--- src/rtl/dpd_resp_pkg.sv ---
package dpd_resp_pkg;

  typedef enum logic [1:0] {
    PWR_STANDBY = 2'b00,
    PWR_DEEP    = 2'b01,
    PWR_WAKING  = 2'b10
  } pwr_state_e;

  localparam logic [7:0] WAKE_SIG_OPCODE = 8'hAB;
  localparam int unsigned OPC_BITS = 8;
  localparam int unsigned SIG_BITS = 8;

endpackage

--- src/rtl/pin_sync.sv ---
module pin_sync #(
  parameter int unsigned    WIDTH   = 3,
  parameter int unsigned    STAGES  = 2,
  parameter logic [WIDTH-1:0] RST_VAL = '0
) (
  input  logic             clk,
  input  logic             rst_n,
  input  logic [WIDTH-1:0] pin_i,
  output logic [WIDTH-1:0] lvl_o,
  output logic [WIDTH-1:0] rise_o,
  output logic [WIDTH-1:0] fall_o
);

  for (genvar g = 0; g < WIDTH; g++) begin : g_bit
    logic [STAGES:0] sh_q;
    logic [STAGES:0] sh_d;

    always_comb sh_d = {sh_q[STAGES-1:0], pin_i[g]};

    always_ff @(posedge clk or negedge rst_n) begin
      if (!rst_n) sh_q <= {(STAGES+1){RST_VAL[g]}};
      else        sh_q <= sh_d;
    end

    assign lvl_o[g]  = sh_q[STAGES-1];
    assign rise_o[g] = sh_q[STAGES-1] & ~sh_q[STAGES];
    assign fall_o[g] = ~sh_q[STAGES-1] & sh_q[STAGES];
  end

endmodule

--- src/rtl/res_frame.sv ---
module res_frame
  import dpd_resp_pkg::*;
#(
  parameter logic [7:0]  SIGNATURE   = 8'h12,
  parameter int unsigned DUMMY_BYTES = 3
) (
  input  logic clk,
  input  logic rst_n,
  input  logic cs_lvl,
  input  logic cs_fall,
  input  logic cs_rise,
  input  logic sck_rise,
  input  logic sck_fall,
  input  logic mosi_lvl,
  input  logic busy_i,
  output logic so_o,
  output logic so_oe_o,
  output logic done_o
);

  localparam int unsigned HDR_BITS = OPC_BITS + 8 * DUMMY_BYTES;
  localparam int unsigned LAST     = HDR_BITS + SIG_BITS - 1;
  localparam int unsigned CW       = $clog2(LAST + 1);
  localparam logic [CW-1:0] OPC_LAST_C = CW'(OPC_BITS - 1);
  localparam logic [CW-1:0] HDR_C      = CW'(HDR_BITS);
  localparam logic [CW-1:0] LAST_C     = CW'(LAST);

  logic [CW-1:0] cnt_q, cnt_d;
  logic [6:0]    opc_q, opc_d;
  logic          hit_q, hit_d;
  logic          rd_q, rd_d;
  logic          ign_q, ign_d;
  logic          so_q, so_d;
  logic          oe_q, oe_d;
  logic          done;

  always_comb begin
    cnt_d = cnt_q;
    opc_d = opc_q;
    hit_d = hit_q;
    rd_d  = rd_q;
    ign_d = ign_q;
    so_d  = so_q;
    oe_d  = oe_q;
    done  = 1'b0;
    if (cs_fall) begin
      cnt_d = '0;
      hit_d = 1'b0;
      rd_d  = 1'b0;
      ign_d = busy_i;
      oe_d  = 1'b0;
    end else if (cs_lvl) begin
      oe_d = 1'b0;
      done = cs_rise & hit_q & rd_q & ~ign_q;
    end else if (!ign_q) begin
      if (sck_rise) begin
        if (cnt_q < OPC_LAST_C) begin
          opc_d = {opc_q[5:0], mosi_lvl};
          cnt_d = cnt_q + 1'b1;
        end else if (cnt_q == OPC_LAST_C) begin
          hit_d = ({opc_q, mosi_lvl} == WAKE_SIG_OPCODE);
          cnt_d = cnt_q + 1'b1;
        end else if (hit_q) begin
          if (cnt_q == LAST_C) begin
            cnt_d = HDR_C;
            rd_d  = 1'b1;
          end else begin
            cnt_d = cnt_q + 1'b1;
          end
        end
      end
      if (sck_fall && hit_q && (cnt_q >= HDR_C)) begin
        oe_d = 1'b1;
        so_d = SIGNATURE[~cnt_q[2:0]];
      end
    end
  end

  always_ff @(posedge clk or negedge rst_n) begin
    if (!rst_n) begin
      cnt_q <= '0;
      opc_q <= '0;
      hit_q <= 1'b0;
      rd_q  <= 1'b0;
      ign_q <= 1'b0;
      so_q  <= 1'b0;
      oe_q  <= 1'b0;
    end else begin
      cnt_q <= cnt_d;
      opc_q <= opc_d;
      hit_q <= hit_d;
      rd_q  <= rd_d;
      ign_q <= ign_d;
      so_q  <= so_d;
      oe_q  <= oe_d;
    end
  end

  assign so_o    = so_q;
  assign so_oe_o = oe_q;
  assign done_o  = done;

endmodule

--- src/rtl/pwr_wake_ctrl.sv ---
module pwr_wake_ctrl
  import dpd_resp_pkg::*;
#(
  parameter int unsigned T_RES_CYCLES = 300,
  parameter bit          RESET_IN_DPD = 1'b1
) (
  input  logic       clk,
  input  logic       rst_n,
  input  logic       done_i,
  output pwr_state_e state_o,
  output logic       busy_o
);

  localparam int unsigned TW = (T_RES_CYCLES < 2) ? 1 : $clog2(T_RES_CYCLES);
  localparam logic [TW-1:0] TMR_LOAD = TW'(T_RES_CYCLES - 1);
  localparam pwr_state_e RST_STATE = RESET_IN_DPD ? PWR_DEEP : PWR_STANDBY;

  pwr_state_e    state_q, state_d;
  logic [TW-1:0] tmr_q, tmr_d;

  always_comb begin
    state_d = state_q;
    tmr_d   = tmr_q;
    unique case (state_q)
      PWR_DEEP: begin
        if (done_i) begin
          state_d = PWR_WAKING;
          tmr_d   = TMR_LOAD;
        end
      end
      PWR_WAKING: begin
        if (tmr_q == '0) state_d = PWR_STANDBY;
        else             tmr_d   = tmr_q - 1'b1;
      end
      default: state_d = PWR_STANDBY;
    endcase
  end

  always_ff @(posedge clk or negedge rst_n) begin
    if (!rst_n) begin
      state_q <= RST_STATE;
      tmr_q   <= '0;
    end else begin
      state_q <= state_d;
      tmr_q   <= tmr_d;
    end
  end

  assign state_o = state_q;
  assign busy_o  = (state_q == PWR_WAKING);

endmodule

--- src/rtl/dpd_release_resp.sv ---
module dpd_release_resp
  import dpd_resp_pkg::*;
#(
  parameter logic [7:0]  SIGNATURE    = 8'h12,
  parameter int unsigned DUMMY_BYTES  = 3,
  parameter int unsigned T_RES_CYCLES = 300,
  parameter bit          RESET_IN_DPD = 1'b1,
  parameter int unsigned SYNC_STAGES  = 2
) (
  input  logic       clk,
  input  logic       rst_n,
  input  logic       cs_n,
  input  logic       sck,
  input  logic       mosi,
  output logic       miso_o,
  output logic       miso_oe,
  output logic [1:0] pwr_state,
  output logic       busy
);

  localparam int unsigned NPIN = 3;

  logic [NPIN-1:0] lvl, rise, fall;
  logic            cs_s, cs_fall, cs_rise, sck_rise, sck_fall, mosi_s;
  logic            cmd_done;
  pwr_state_e      st;

  pin_sync #(
    .WIDTH  (NPIN),
    .STAGES (SYNC_STAGES),
    .RST_VAL(3'b001)
  ) u_sync (
    .clk   (clk),
    .rst_n (rst_n),
    .pin_i ({mosi, sck, cs_n}),
    .lvl_o (lvl),
    .rise_o(rise),
    .fall_o(fall)
  );

  assign cs_s     = lvl[0];
  assign cs_rise  = rise[0];
  assign cs_fall  = fall[0];
  assign sck_rise = rise[1];
  assign sck_fall = fall[1];
  assign mosi_s   = lvl[2];

  res_frame #(
    .SIGNATURE  (SIGNATURE),
    .DUMMY_BYTES(DUMMY_BYTES)
  ) u_frame (
    .clk     (clk),
    .rst_n   (rst_n),
    .cs_lvl  (cs_s),
    .cs_fall (cs_fall),
    .cs_rise (cs_rise),
    .sck_rise(sck_rise),
    .sck_fall(sck_fall),
    .mosi_lvl(mosi_s),
    .busy_i  (busy),
    .so_o    (miso_o),
    .so_oe_o (miso_oe),
    .done_o  (cmd_done)
  );

  pwr_wake_ctrl #(
    .T_RES_CYCLES(T_RES_CYCLES),
    .RESET_IN_DPD(RESET_IN_DPD)
  ) u_pwr (
    .clk    (clk),
    .rst_n  (rst_n),
    .done_i (cmd_done),
    .state_o(st),
    .busy_o (busy)
  );

  assign pwr_state = st;

endmodule

--- config.mk ---
export PLATFORM = sky130hd
export DESIGN_NAME = dpd_release_resp
export DESIGN_NICKNAME = d
export VERILOG_FILES = /design/src/rtl/dpd_resp_pkg.sv /design/src/rtl/pin_sync.sv /design/src/rtl/res_frame.sv /design/src/rtl/pwr_wake_ctrl.sv /design/src/rtl/dpd_release_resp.sv
export SDC_FILE = /design/constraint.sdc
export NUM_CORES = 1
export LEC_CHECK = 0
export ABC_AREA = 1
export BUFFER_PORTS_ARGS = -buffer_cell sky130_fd_sc_hd__buf_2
export CORE_MARGIN = 4
export CORE_UTILIZATION = 56
export CTS_CLUSTER_SIZE = 28
export DETAILED_ROUTE_END_ITERATION = 6
export PLACE_DENSITY = 0.74
export RECOVER_POWER = 100
export SLEW_MARGIN = 40
export SYNTH_ARGS = -nofsm -noshare
export SYNTH_HDL_FRONTEND = slang
export SYNTH_SLANG_ARGS = --single-unit
--- constraint.sdc ---
create_clock -name clk -period 1.9 [get_ports clk]
set_clock_uncertainty 0.15 [all_clocks]
set_input_delay 0.475 -clock clk [delete_from_list [all_inputs] [get_ports clk]]
set_output_delay 0.475 -clock clk [all_outputs]
set_load 0.02 [all_outputs]
==> results.txt, run 1 <==
----------------------------------------------------
[Global route]
  Wire length of the first global-routing pass ... ~5600 µm
  Maximum number of pins on one net before global-route repair ... 38
  Total GRT Usage ... approximately 17%
  Gr ovfl total ... 0
  Via count of the first global-routing pass ... 1257
  Antenna violations before repair ... 0

[Detailed routing]
  First-pass iteration count of the detailed router ... 4
  Average wire per cell in the routed design ... between 10 and 15 µm
  Via density per instance ... between 4 and 5
  Drt total wl ... between 3000 and 4000 µm
  DRC marker count from the first detailed-route iteration ... approximately 130
  DRC violation count after routing ... 0
  Number of nets with antenna violations after routing ... 0
  Via count of the routed design ... approximately 1400

[Power]
  Sw frac ... 28.2%
  Power share of the clock group ... between 30% and 40%
  IR Drop Worst-Case VDD ... between 0.0004 and 0.0005 V
  Internal power contribution ... roughly 1.3 mW
  Psw ... between 500 and 600 µW
  Pwr Density ... ~900 nW/µm²
  Overall Power ... roughly 1.8 mW
  Combinational cell fraction of total power ... between 10 and 15%
  Standby leakage power ... about 1.0 nW
  Sequential power share ... between 50% and 60%

[Critical path]
  Ordered list of cells on the worst path ... buf_2
  Largest delay share family, worst path ... flip-flops
  CP peak stage delay ... approximately 0.66 ns
  Nature of the critical path startpoint ... flip-flop
  Signal arrival time at the worst endpoint ... approximately 1.2 ns
  Number of buffer and inverter stages on the critical path ... 1
  Kind of capture point of the worst setup path ... output pin
  Required time of the critical path ... 1.27 ns
  Critical path class ... flip-flop to output pin
  Highest net fanout along the worst path ... 4
  Master of the slowest instance on the critical path ... dfstp_1

[Placement]
  Total instance count after detailed placement ... ~270
  HPWL after detailed placement ... around 2200 µm
  Number of I/O port buffers ... 9
  Gp weighted congestion ... approximately 0.85
  Area after detailed placement ... between 1500 and 2000 µm²
  Setup slack at placement ... 0.205 ns

[Final layout]
  Fillcell total ... ~270
  End-of-flow core utilization ... ~65%
  Area Overhead vs Synth ... 8.69%
  Layout cells sized above 1 ... between 10 and 15%
  Filler-free cell count of the finished design ... 281
  Post-route cell area ... 2020 µm²
  Antenna fix cells ... 0
  Most frequent standard cell in the layout excluding fill and tap cells ... nand2_1
  Commonest non-fill, non-tap cells in the layout ... 56 x nand2_1, 33 x dfrtp_1, 27 x inv_1
  Net count of the finished layout ... 245

[Floorplan]
  Num ports ... 10
  Die boundary width ... around 66 µm
  Area inside the core boundary ... between 3000 and 4000 µm²
  Initial core utilization ... 59.9%
  Die area ... 4300 µm²
  Number of placement rows ... 20
  Vertical die dimension ... between 60 and 70 µm

[Clock network]
  Buffer levels on the longest clock path ... 2
  Clock sinks ... 37
  Post-CTS sizing ... 0
  TritonCTS buffer count ... 5
  Clock root buffer ... clkbuf_4
  H-tree lvl count ... 2
  Worst-path clk slew ... ~0.1 ns
  Insertion delay to the later sink of the worst-skew pair ... between 0.3 and 0.4 ns
  CTS tree ... yes

[Synth]
  Mapped cell area ... ~1900 µm²
  Synthesized Nets ... about 230
  Cell type with the highest aggregate area in the netlist ... dfrtp_1
  Number of standard cells after synthesis ... 220
  Share of the yosys chip area belonging to registers ... between 50% and 60%
  Distinct cell type count after synthesis ... 29
  Count of state elements after synthesis ... 37
  Share of Yosys cell area claimed by the top area cell type ... between 40% and 50%
  Total of warnings raised by yosys ... 0
  Leading post-synthesis cells by cell area ... dfrtp_1 44%, nand2_1 11%, dfstp_2 5.7%
  Average size of a mapped cell ... around 8.4 µm²

[Timing]
  Number of slew-limit violations in the final report ... 0
  WHS ... ~0.076 ns
  Final count of negative-setup-slack endpoints ... 0
  Final period util ... 96.2%
  Setup Total Neg Slack ... 0 ns
  Unrepaired setup endpoints after global routing ... no
  Highest clock rate ... between 0.5 and 0.6 GHz
  Setup ws final ... 0.0719 ns
  Final Hold Vio Count ... 0
  Max transition margin ... 42.5%
  Final critical-path required period ... 1.83 ns
  Pin slew with the least headroom to its limit ... 0.862 ns

[Run]
  Max-cap violations ... 0

[Worst hold path]
  Path class of the lowest-slack min-delay path ... input pin to flip-flop

[Run status]
  Outcome ... complete, no violations

----------------------------------------------------
registers in the layout, indices dropped and copies added, names as in the netlist:
register and count:
u_frame.so_oe_o 1, u_frame.so_o 1, u_sync.g_bit.sh_q 8, u_frame.hit_q 1, u_pwr.tmr_q 9, u_frame.cnt_q 6
u_frame.ign_q 1, u_frame.opc_q 7, u_pwr.state_o 2, u_frame.rd_q 1
power groups by stage:
stage	Clock [mW]	Sequential, mW	Combinational, mW
after floorplan	0	0.980	0.216
after global placement	0	1.00	0.271
after detailed placement	0	1.00	0.277
after CTS	0.583	0.988	0.281
after global routing	0.619	1.00	0.326
final	0.574	0.985	0.273
logic make-up after synthesis:
group,Yosys count,synth area share [%]
AO/OA/AOI/OAI,27,8.01
buffers and inverters,32,7.34
flip-flops,37,50.1
XOR/XNOR,3,1.41
AND/OR/NAND/NOR,117,30.4
adder cells (fa/ha/maj),4,2.69
timing repair:
item                                    CTS  global route
endpoints found under the hold margin     5             0
hold buffers                              1             0
buffers inserted                          0             1
endpoints found under the setup margin    0             1
final cells by class:
cell class	count	area (µm²)	area share, %
Clock inverter	1	30.0	1.49
Inverter	29	109	5.39
Clock buffer	7	55.1	2.73
Multi-Input combinational cell	151	776	38.4
Timing Repair Buffer	12	63.8	3.16
Tap cell	44	55.1	2.73
Sequential cell	37	931	46.1
layer usage:
| layer | track usage [%] | up-vias | part of all wire [%] |
|---|---|---|---|
| met5 | 0 | - | 0 |
| met2 | 25.3 | 38 | 43 |
| met4 | 6.22 | 0 | 0.92 |
| li1 | - | 724 | - |
| met3 | 5.64 | 4 | 5.5 |
| met1 | 23.0 | 614 | 50 |
Yosys cell counts:
cell type	instances
o21ai_2	2
o21ai_0	11
nand3b_1	2
ha_1	4
inv_2	2
nand3_4	1
nand2_2	2
nor2_1	24
xnor2_1	1
nand4_1	4
a21oi_1	6
nand2_1	55
dfrtp_1	33
nand4_2	1
nand3_1	17
a31o_2	1
buf_4	1
o21ai_1	6
o21bai_1	1
nor2_4	4
dfstp_2	4
nor3_1	1
nor2_2	3
nand3_2	1
inv_1	27
xor2_1	2
buf_8	1
nand2_4	2
buf_2	1
path summary, 6_finish.rpt:
path                                         startpoint                      end  slack (ns)  cells past startpoint
worst max register to register           u_pwr.tmr_q[0]           u_pwr.tmr_q[4]        0.18                      9
worst min-delay path                               cs_n  u_sync.g_bit[0].sh_q[0]        0.08                      1
worst min register to register  u_sync.g_bit[1].sh_q[0]  u_sync.g_bit[1].sh_q[1]        0.21                      0
min in group asynchronous                         rst_n         u_frame.cnt_q[1]        0.69                      3
worst max-delay path                   u_pwr.state_o[0]             pwr_state[0]        0.07                      1
max in group asynchronous                         rst_n          u_frame.so_oe_o        0.37                      3
No activity file was read; power rests on OpenSTA's default activity.
==> run 2, diff against run 1 <==
GPL_TIMING_DRIVEN = 0   (was unset)
==> results.txt, run 2 (synthesis results as in run 1) <==
----------------------------------------------------
[Critical path]
  Capturing point of the worst reg2reg path ... u_pwr.tmr_q[5]
  Nature of the critical path startpoint ... flip-flop
  Master of the slowest instance on the critical path ... dfstp_2
  Required time of the critical path ... between 1 and 1.5 ns
  Reg2reg path depth ... 7
  Highest net fanout along the worst path ... 4
  Setup slack on the worst flop-to-flop path ... 0.17 ns
  Critical path class ... flip-flop to output pin
  Ordered list of cells on the worst path ... nor2_4, clkbuf_2
  Signal arrival time at the worst endpoint ... around 1.2 ns
  Critical R2R Launch ... u_sync.g_bit[0].sh_q[1]
  CP peak stage delay ... ~0.61 ns
  Kind of capture point of the worst setup path ... output pin

[Timing]
  Final count of negative-setup-slack endpoints ... 0
  Max transition margin ... between 40% and 50%
  Setup Total Neg Slack ... 0 ns
  Highest clock rate ... ~0.56 GHz
  Final Hold Vio Count ... 0
  Pin slew with the least headroom to its limit ... roughly 0.87 ns
  Unrepaired setup endpoints after global routing ... no
  Number of slew-limit violations in the final report ... 0
  Final period util ... roughly 94%
  Final critical-path required period ... 1.79 ns

[Placement]
  Gp weighted congestion ... slightly above 0.8
  Number of I/O port buffers ... 9
  HPWL after detailed placement ... ~2200 µm
  Total instance count after detailed placement ... 273

[Floorplan]
  Area inside the core boundary ... between 3000 and 4000 µm²
  Num ports ... 10
  Die area ... about 4300 µm²
  Initial core utilization ... roughly 60%
  Die boundary width ... around 66 µm
  Vertical die dimension ... 65.6 µm
  Number of placement rows ... 20

[Detailed routing]
  First-pass iteration count of the detailed router ... 4
  Average wire per cell in the routed design ... around 11 µm
  Via density per instance ... just under 5
  Number of nets with antenna violations after routing ... 0
  Drt total wl ... 3050 µm
  DRC marker count from the first detailed-route iteration ... 63
  Via count of the routed design ... roughly 1400
  DRC violation count after routing ... 0

[Clock network]
  TritonCTS buffer count ... 5
  Buffer levels on the longest clock path ... 2
  Insertion delay to the later sink of the worst-skew pair ... between 0.3 and 0.4 ns
  H-tree lvl count ... 2
  Clock root buffer ... clkbuf_4
  Clock sinks ... 37
  Worst-path clk slew ... 0.11 ns
  CTS tree ... yes

[Final layout]
  Reg with most FFs ... u_pwr.tmr_q
  End-of-flow core utilization ... 66.3%
  Net count of the finished layout ... roughly 250
  Layout cells sized above 1 ... 17.1%
  Fillcell total ... ~280
  Area Overhead vs Synth ... 10.7%
  Commonest non-fill, non-tap cells in the layout ... 55 x nand2_1, 33 x dfrtp_1, 27 x inv_1
  Most frequent standard cell in the layout excluding fill and tap cells ... nand2_1
  Registers with the most flip-flops ... u_pwr.tmr_q (9), u_sync.g_bit.sh_q (8), u_frame.opc_q (7)
  Number of flip-flops under the largest register name ... 9
  Antenna fix cells ... 0
  Filler-free cell count of the finished design ... between 200 and 300

[Global route]
  Gr ovfl total ... 0
  Via count of the first global-routing pass ... ~1300
  Antenna violations before repair ... 0
  Maximum number of pins on one net before global-route repair ... 38
  Wire length of the first global-routing pass ... approximately 5700 µm
  Total GRT Usage ... approximately 17%

[Power]
  Pwr Density ... roughly 880 nW/µm²
  IR Drop Worst-Case VDD ... 0.000576 V
  Standby leakage power ... roughly 1.1 nW

[Run]
  Max-cap violations ... 0

[Run status]
  Outcome ... complete, no violations

[Worst hold path]
  Count of cells along the worst hold path ... 1
  Hold EP ... u_sync.g_bit[0].sh_q[0]
  Path class of the lowest-slack min-delay path ... input pin to flip-flop
  Hold Crit Start ... cs_n

----------------------------------------------------
[run 2: worst max path at each step]
stage,cells after the start,slack [ns],start,endpoint
3_3_place_gp,10,0.19,u_pwr.tmr_q[0],u_pwr.tmr_q[0]
6_report,2,0.11,u_pwr.state_o[0],busy
3_5_place_dp,10,0.14,u_pwr.tmr_q[0],u_pwr.tmr_q[5]
5_1_grt,10,0.03,u_pwr.tmr_q[0],u_pwr.tmr_q[5]
2_1_floorplan,10,0.30,u_pwr.tmr_q[0],u_pwr.tmr_q[5]
4_1_cts,3,0.01,u_pwr.state_o[1],busy
[run 2: through the flow]
| step | cell area (µm²) | setup WS [ns] | total power, mW | hold WS [ns] |
|---|---|---|---|---|
| after floorplan | 1860 | 0.296 | 1.20 | 0.0294 |
| after global placement | 1960 | 0.186 | 1.27 | 0.182 |
| after detailed placement | 1960 | 0.141 | 1.28 | 0.195 |
| after CTS | 2040 | 0.0113 | 1.83 | 0.0447 |
| after global routing | 2060 | 0.0281 | 1.93 | 0.0300 |
| final | 2060 | 0.115 | 1.80 | 0.0673 |
[run 2: power by group]
group / internal (mW) / switching (mW) / total, mW
combinational: 0.101 / 0.168 / 0.269
clock: 0.278 / 0.271 / 0.549
sequential: 0.900 / 0.0822 / 0.982
total: 1.28 / 0.521 / 1.80
[run 2: final cells by class]
| type | instances | area, µm² | area share, % |
|---|---|---|---|
| timing repair buffer | 12 | 66.3 | 3.22 |
| buffer | 3 | 21.3 | 1.03 |
| multi-input combinational | 151 | 791 | 38.4 |
| clock inverter | 3 | 46.3 | 2.25 |
| clock buffer | 5 | 37.5 | 1.82 |
| tap | 44 | 55.1 | 2.68 |
| sequential | 37 | 931 | 45.3 |
| inverter | 29 | 109 | 5.29 |
[run 2: timing repair]
action | CTS | global route
hold endpoints to repair | 0 | 33
setup buffers | 0 | 2
setup endpoints to repair | 0 | 4
hold buffers | 0 | 1
gates resized for setup | 0 | 2
[run 2: worst max-delay path: cells and delay by family, from the launching register on]
kind,cells,cell delay (ns)
and+or+nand+nor,1,0.05
DFF,1,0.61
buffers and inverters,1,0.16
[run 2: routing by layer]
metal | GRT usage, % | up-vias | part of all wire, % | wire length (µm)
li1 | - | 735 | - | -
met1 | 22.5 | 641 | 48 | 1450
met2 | 27.2 | 17 | 49 | 1480
met3 | 5.47 | 2 | 3.4 | 104
met4 | 5.44 | 0 | 0.23 | 7
met5 | 0 | - | 0 | 0
==> run 3, diff against run 2 <==
CTS_BUF_LIST = sky130_fd_sc_hd__clkbuf_8   (was unset)
==> results.txt, run 3 (synthesis results as in run 1) <==
----------------------------------------------------
[Detailed routing]
  Drt total wl ... between 3000 and 4000 µm
  First-pass iteration count of the detailed router ... 4
  Via count of the routed design ... around 1400
  Average wire per cell in the routed design ... around 11 µm
  DRC marker count from the first detailed-route iteration ... 71
  Via density per instance ... between 4 and 5
  DRC violation count after routing ... 0
  Number of nets with antenna violations after routing ... 0

[Global route]
  Via count of the first global-routing pass ... between 1000 and 1500
  Maximum number of pins on one net before global-route repair ... 38
  Wire length of the first global-routing pass ... approximately 5700 µm
  Total GRT Usage ... between 15 and 20%
  Gr ovfl total ... 0
  Antenna violations before repair ... 0

[Worst hold path]
  Count of cells along the worst hold path ... 1
  Path class of the lowest-slack min-delay path ... input pin to flip-flop

[Power]
  Psw ... 539 µW
  Internal power contribution ... approximately 1.4 mW
  Standby leakage power ... ~1.1 nW
  Combinational cell fraction of total power ... between 10% and 20%
  Power share of the clock group ... 35.2%
  IR Drop Worst-Case VDD ... approximately 0.00058 V
  Sequential power share ... 50.9%
  Pwr Density ... 936 nW/µm²
  Sw frac ... between 20% and 30%

[Clock network]
  Clock sinks ... 37
  Number of buffers inserted to repair setup after CTS ... 0
  Post-CTS sizing ... 0
  Worst-path clk slew ... around 0.070 ns
  CTS tree ... yes
  Buffer levels on the longest clock path ... 2
  Insertion delay to the later sink of the worst-skew pair ... 0.29 ns
  H-tree lvl count ... 2
  Clock root buffer ... clkbuf_8
  TritonCTS buffer count ... 5
  Hold buffer count at CTS ... 0

[Timing]
  Final Hold Vio Count ... 0
  Final critical-path required period ... around 1.8 ns
  Final period util ... between 90% and 100%
  Unrepaired setup endpoints after global routing ... no
  Setup Total Neg Slack ... 0 ns
  Pin slew with the least headroom to its limit ... approximately 0.88 ns
  Highest clock rate ... 0.555 GHz
  Max transition margin ... about 41%
  Final count of negative-setup-slack endpoints ... 0
  Number of slew-limit violations in the final report ... 0

[Final layout]
  Reg with most FFs ... u_pwr.tmr_q
  Post-route cell area ... between 2000 and 2500 µm²
  Net count of the finished layout ... around 250
  Footprint of the flip-flops and latches ... ~930 µm²
  Antenna fix cells ... 0
  Filler-free cell count of the finished design ... about 280
  Registers with the most flip-flops ... u_pwr.tmr_q (9), u_sync.g_bit.sh_q (8), u_frame.opc_q (7)
  Most frequent standard cell in the layout excluding fill and tap cells ... nand2_1
  Area Overhead vs Synth ... 11.0%
  Commonest non-fill, non-tap cells in the layout ... 55 x nand2_1, 33 x dfrtp_1, 27 x inv_1
  Multi-input combinational cell area ... slightly below 800 µm²
  Fillcell total ... ~270
  Number of flip-flops under the largest register name ... 9
  Layout cells sized above 1 ... 15.6%

[Critical path]
  Critical path class ... flip-flop to output pin
  Ordered list of cells on the worst path ... inv_1, nor2_4, clkbuf_2
  Number of buffer and inverter stages on the critical path ... 2
  Reg2reg path depth ... 10
  Signal arrival time at the worst endpoint ... 1.18 ns
  Master of the slowest instance on the critical path ... dfrtp_1
  Required time of the critical path ... about 1.3 ns
  Highest net fanout along the worst path ... 7
  Nature of the critical path startpoint ... flip-flop
  Largest delay share family, worst path ... flip-flops
  Critical Path Stages ... 3
  Kind of capture point of the worst setup path ... output pin
  CP peak stage delay ... approximately 0.34 ns

[Placement]
  Area after detailed placement ... 1960 µm²
  Total instance count after detailed placement ... 273
  Number of I/O port buffers ... 9
  Gp weighted congestion ... around 0.8
  HPWL after detailed placement ... 2230 µm

[Floorplan]
  Num ports ... 10
  Initial core utilization ... 59.9%
  Area inside the core boundary ... approximately 3100 µm²
  Number of placement rows ... 20
  Die area ... 4300 µm²
  Die boundary width ... between 60 and 70 µm
  Vertical die dimension ... 65.6 µm

[Run]
  Max-cap violations ... 0

[Run status]
  Outcome ... complete, no violations

----------------------------------------------------
run 3: metal layers:
layer	global-route usage (%)	share of wire [%]
met1	22.3	47
met2	27.3	48
met3	4.96	3.6
met4	5.70	1.3
met5	0	0
run 3: power groups by stage:
stage	Sequential, mW	Combinational (mW)	Clock, mW
CTS	0.984	0.280	0.697
global route	1.00	0.319	0.737
floorplan	0.980	0.216	0
global placement	0.998	0.267	0
detailed placement	0.999	0.278	0
finish	0.984	0.267	0.680
run 3: through the flow:
stage                     setup slack (ns)  util, %  hold WS, ns  power (mW)
after detailed placement             0.141     63.1        0.195        1.28
final                               0.0985     66.5        0.126        1.93
after global routing                0.0155     66.5        0.110        2.06
after CTS                           0.0901     66.8        0.117        1.96
after global placement               0.186     63.1        0.182        1.27
after floorplan                      0.296        -       0.0294        1.20
run 3: path summary, 6_finish.rpt:
path / start / to / slack, ns
min reg2reg: u_sync.g_bit[2].sh_q[0] / u_sync.g_bit[2].sh_q[1] / 0.21
max reg2reg: u_pwr.tmr_q[0] / u_pwr.tmr_q[5] / 0.18
max: u_pwr.state_o[1] / busy / 0.1
min in group asynchronous: rst_n / u_frame.cnt_q[1] / 0.14
min: cs_n / u_sync.g_bit[0].sh_q[0] / 0.13
max in group asynchronous: rst_n / u_sync.g_bit[1].sh_q[2] / 0.91
run 3: area by class of cell:
type / count / share of cell area [%]
Clock buffer: 5 / 3.34
Clock inverter: 3 / 2.24
Multi-Input combinational cell: 151 / 38.2
Inverter: 29 / 5.28
Tap cell: 44 / 2.67
Buffer: 3 / 1.21
Timing Repair Buffer: 9 / 1.94
Sequential cell: 37 / 45.1
